File: src/rtl/cfgchk_parity.sv
module cfgchk_parity #(
    parameter int LANES = 2,
    parameter int SEL_W = 1
) (
    input  logic             clk,
    input  logic             rst_n,
    input  logic             load,
    input  logic             acc,
    input  logic [SEL_W-1:0] sel,
    input  logic             bit_in,
    output logic             odd_any
);

    logic [LANES-1:0] fin;

    genvar l;
    generate
        for (l = 0; l < LANES; l++) begin : g_lane
            logic lane_q;
            logic hit;

            assign hit = acc && (sel == SEL_W'(l));

            always_ff @(posedge clk or negedge rst_n) begin
                if (!rst_n) begin
                    lane_q <= 1'b0;
                end else if (load) begin
                    lane_q <= (l == 0) ? bit_in : 1'b0;
                end else if (hit) begin
                    lane_q <= lane_q ^ bit_in;
                end
            end

            assign fin[l] = lane_q ^ (hit && bit_in);
        end
    endgenerate

    assign odd_any = |fin;

endmodule

File: config.mk
export PLATFORM = sky130hd
export DESIGN_NAME = cfgchk_parity
export DESIGN_NICKNAME = d
export VERILOG_FILES = /design/src/rtl/cfgchk_parity.sv
export SDC_FILE = /design/constraint.sdc
export NUM_CORES = 1
export LEC_CHECK = 0
export BUFFER_PORTS_ARGS = -buffer_cell sky130_fd_sc_hd__buf_4
export CAP_MARGIN = 30
export CORE_AREA = 3 3 40 42
export DETAILED_ROUTE_END_ITERATION = 12
export DIE_AREA = 0 0 43 45
export GPL_TIMING_DRIVEN = 0
export SLEW_MARGIN = 30
export SYNTH_ARGS = -nofsm -noshare
export SYNTH_HDL_FRONTEND = slang
export SYNTH_SLANG_ARGS = --single-unit
File: constraint.sdc
create_clock -name clk -period 1.32 [get_ports clk]
set_clock_uncertainty 0.1 [all_clocks]
set_input_delay 0.264 -clock clk [delete_from_list [all_inputs] [get_ports clk]]
set_output_delay 0.264 -clock clk [all_outputs]
set_load 0.01 [all_outputs]
==> results.toml <==
[route]
route.met3.wl_um = 4
post_drt_wl_per_cell_um = 8.023
drt-initial-drc-count = 1
first_pass_iters = 2
wl_met2_um = 236
drc = 0
wl_met1_um = 104
topRoutingLayerUsed = "met3"
drtAntennaViolNets = 0
routed_wl_um = 345
viasPerCell = 3.628
route.vias.total = 156

[global_route]
grt_pass1_wl_um = 524
antenna_found_initial = 0
track_usage = 0.04580
grt_max_degree = 6
grt-ovfl-total = 0
grt_pass1_vias = 162

[critical_path]
critical_path_class = "register to output port"
cp-start-kind = "register"
crit_fanout = 2
arrival_ns = 1.28
crit_required_ns = 0.96
critPathCaptureType = "output port"

[clock_network]
cts.path.max_buffers = 2
htree_levels = 1
cts_buffers = 3
root_buffer = "clkbuf_4"
cts.sinks = 2
clkLatencyLatePin_ns = 0.22
cts_tree = "built"
clk_pin_slew_worst_paths_ns = 0.03

[pwr]
power_density_nw_per_um2 = 1072
power.leakage_uw = 0.0001096
ir_drop_uv = 226.3

[finish]
diodes = 0
drive_gt1_frac = 0.4286
top_register = "g_lane.lane_q"
reg.largest.list = "g_lane.lane_q (2)"
largest_reg_flops = 2
area.growth.synth_to_final_pct = 89.32
final_core_util = 0.1899
instances_no_fill = 43
fin_nets = 36

[timing]
max_clock_freq_ghz = 0.6092
hold_viol = 0
slew_violations = 0
finalCritPeriodShare = 1.244
tightest_slew_ns = 0.1502
finalSetupViolations = 1
rsz0062_at_grt = "true"
hold-worst-slack_ns = 0.1086
setup_tns_ns = -0.3216
postLayoutSetupSlackWorst_ns = -0.3216
fin_crit_ns = 1.642
timing.slew.headroom = 0.8988

[synth]
ys_seq_area_frac = 0.3883
syn_inst = 16
ys_warn_count = 0
synth_nets = 22
syn_area_per_cell_um2 = 8.055
synth.ff_latch_count = 2
ys_types = 11
synth_area_um2 = 128.9

[placed_design]
placed_cells = 37
place_congestion = 0.6582
portBuffers = 6
hpwl_um = 229.8
dp_worst_setup_slack_ns = -0.1392

[status]
violations = "setup timing"
outcome = "finished, violations left"

[die]
dieArea_um2 = 1935
ios = 7
die_w_um = 43
rows = 13
core_area_um2 = 1285
start_util = 0.1003
die_y_um = 45

[min_path]
hp-class = "input pin to register"

[run]
maxCapViolCount = 0
==> cells by family (layout without fill, tap and decap cells) <==
| family | count (synthesis) | count (layout) | share of synthesized area |
|---|---|---|---|
| compound gates | 4 | 4 | 0.1553 |
| buf+inv | 0 | 12 | 0 |
| simple gates | 9 | 9 | 0.3884 |
| xor+xnor | 1 | 1 | 0.06797 |
| flops | 2 | 2 | 0.3884 |
==> cells in the final DEF, fill, tap and decap left out <==
| master | count |
|---|---|
| o21ai_0 | 2 |
| a21oi_1 | 1 |
| nand3_1 | 1 |
| dfrtp_1 | 2 |
| nand2_1 | 2 |
| nor3b_1 | 1 |
| dlygate4sd3_1 | 1 |
| a21oi_2 | 1 |
| nor2b_1 | 1 |
| nand3b_1 | 1 |
| nor2_1 | 2 |
| or3b_1 | 1 |
| buf_4 | 8 |
| xor2_1 | 1 |
| clkbuf_4 | 3 |
==> report_power, final <==
group | switching [µW] | internal [µW] | total [µW]
registers | 2.37 | 66.7 | 69.1
clock network | 34.9 | 100 | 135
logic | 23.6 | 33.7 | 57.3
total | 60.9 | 201 | 262
==> worst paths after layout <==
kind	start	to	slack, ns	cells past startpoint
hold / removal	load	g_lane[1].lane_q$_DFFE_PN0P_	0.11	2
max in group asynchronous	rst_n	g_lane[1].lane_q$_DFFE_PN0P_	0.77	2
setup / recovery	g_lane[1].lane_q$_DFFE_PN0P_	odd_any	-0.32	4
min in group asynchronous	rst_n	g_lane[0].lane_q$_DFFE_PN0P_	0.26	2
hold reg to reg	g_lane[1].lane_q$_DFFE_PN0P_	g_lane[1].lane_q$_DFFE_PN0P_	0.54	3
setup reg to reg	g_lane[0].lane_q$_DFFE_PN0P_	g_lane[0].lane_q$_DFFE_PN0P_	0.34	4
==> worst max-delay path: stages, from the launching register on <==
cell and delay [ns]:
dfrtp_1 0.37, or3b_1 0.37, a21oi_2 0.13, a21oi_1 0.05, buf_4 0.14
==> timing repair <==
item / CTS / global route
pin swaps: 1 / 0
hold buffers: 1 / 0
endpoints found under the setup margin: 1 / 1
cloned: 0 / 0
endpoints found under the hold margin: 2 / 0
gates resized for setup: 0 / 1
setup buffers: 2 / 0
==> metal layers <==
layer	up-vias	global-route usage
met5	-	0
met4	0	0.09036
met1	74	0.02169
met3	0	0.03586
met2	1	0.06587
li1	81	-
==> synthesized netlist by cell type <==
master    instances  share of area
or3b_1            1          0.068
o21ai_0           2          0.078
nand3b_1          1          0.058
xor2_1            1          0.068
nand2_1           2          0.058
nor2b_1           1          0.049
nand3_1           1          0.039
dfrtp_1           2           0.39
nor3b_1           1          0.058
a21oi_1           2          0.078
nor2_1            2          0.058
==> layout make-up <==
cell class / instances / area (µm²)
tap: 15 / 18.77
clock buffer: 3 / 22.52
sequential: 2 / 50.05
multi-input combinational: 14 / 82.58
fill: 150 / 1041
timing repair buffer: 9 / 70.07
==> per-stage QoR <==
| step | power [µW] | area (µm²) |
|---|---|---|
| after floorplan | 91.32 | 128.9 |
| final | 261.6 | 244.0 |
| after global placement | 115.4 | 192.7 |
| after global routing | 286.1 | 244.0 |
| after CTS | 270.5 | 240.2 |
| after detailed placement | 115.7 | 192.7 |
Power figures use the tool's default switching activity.
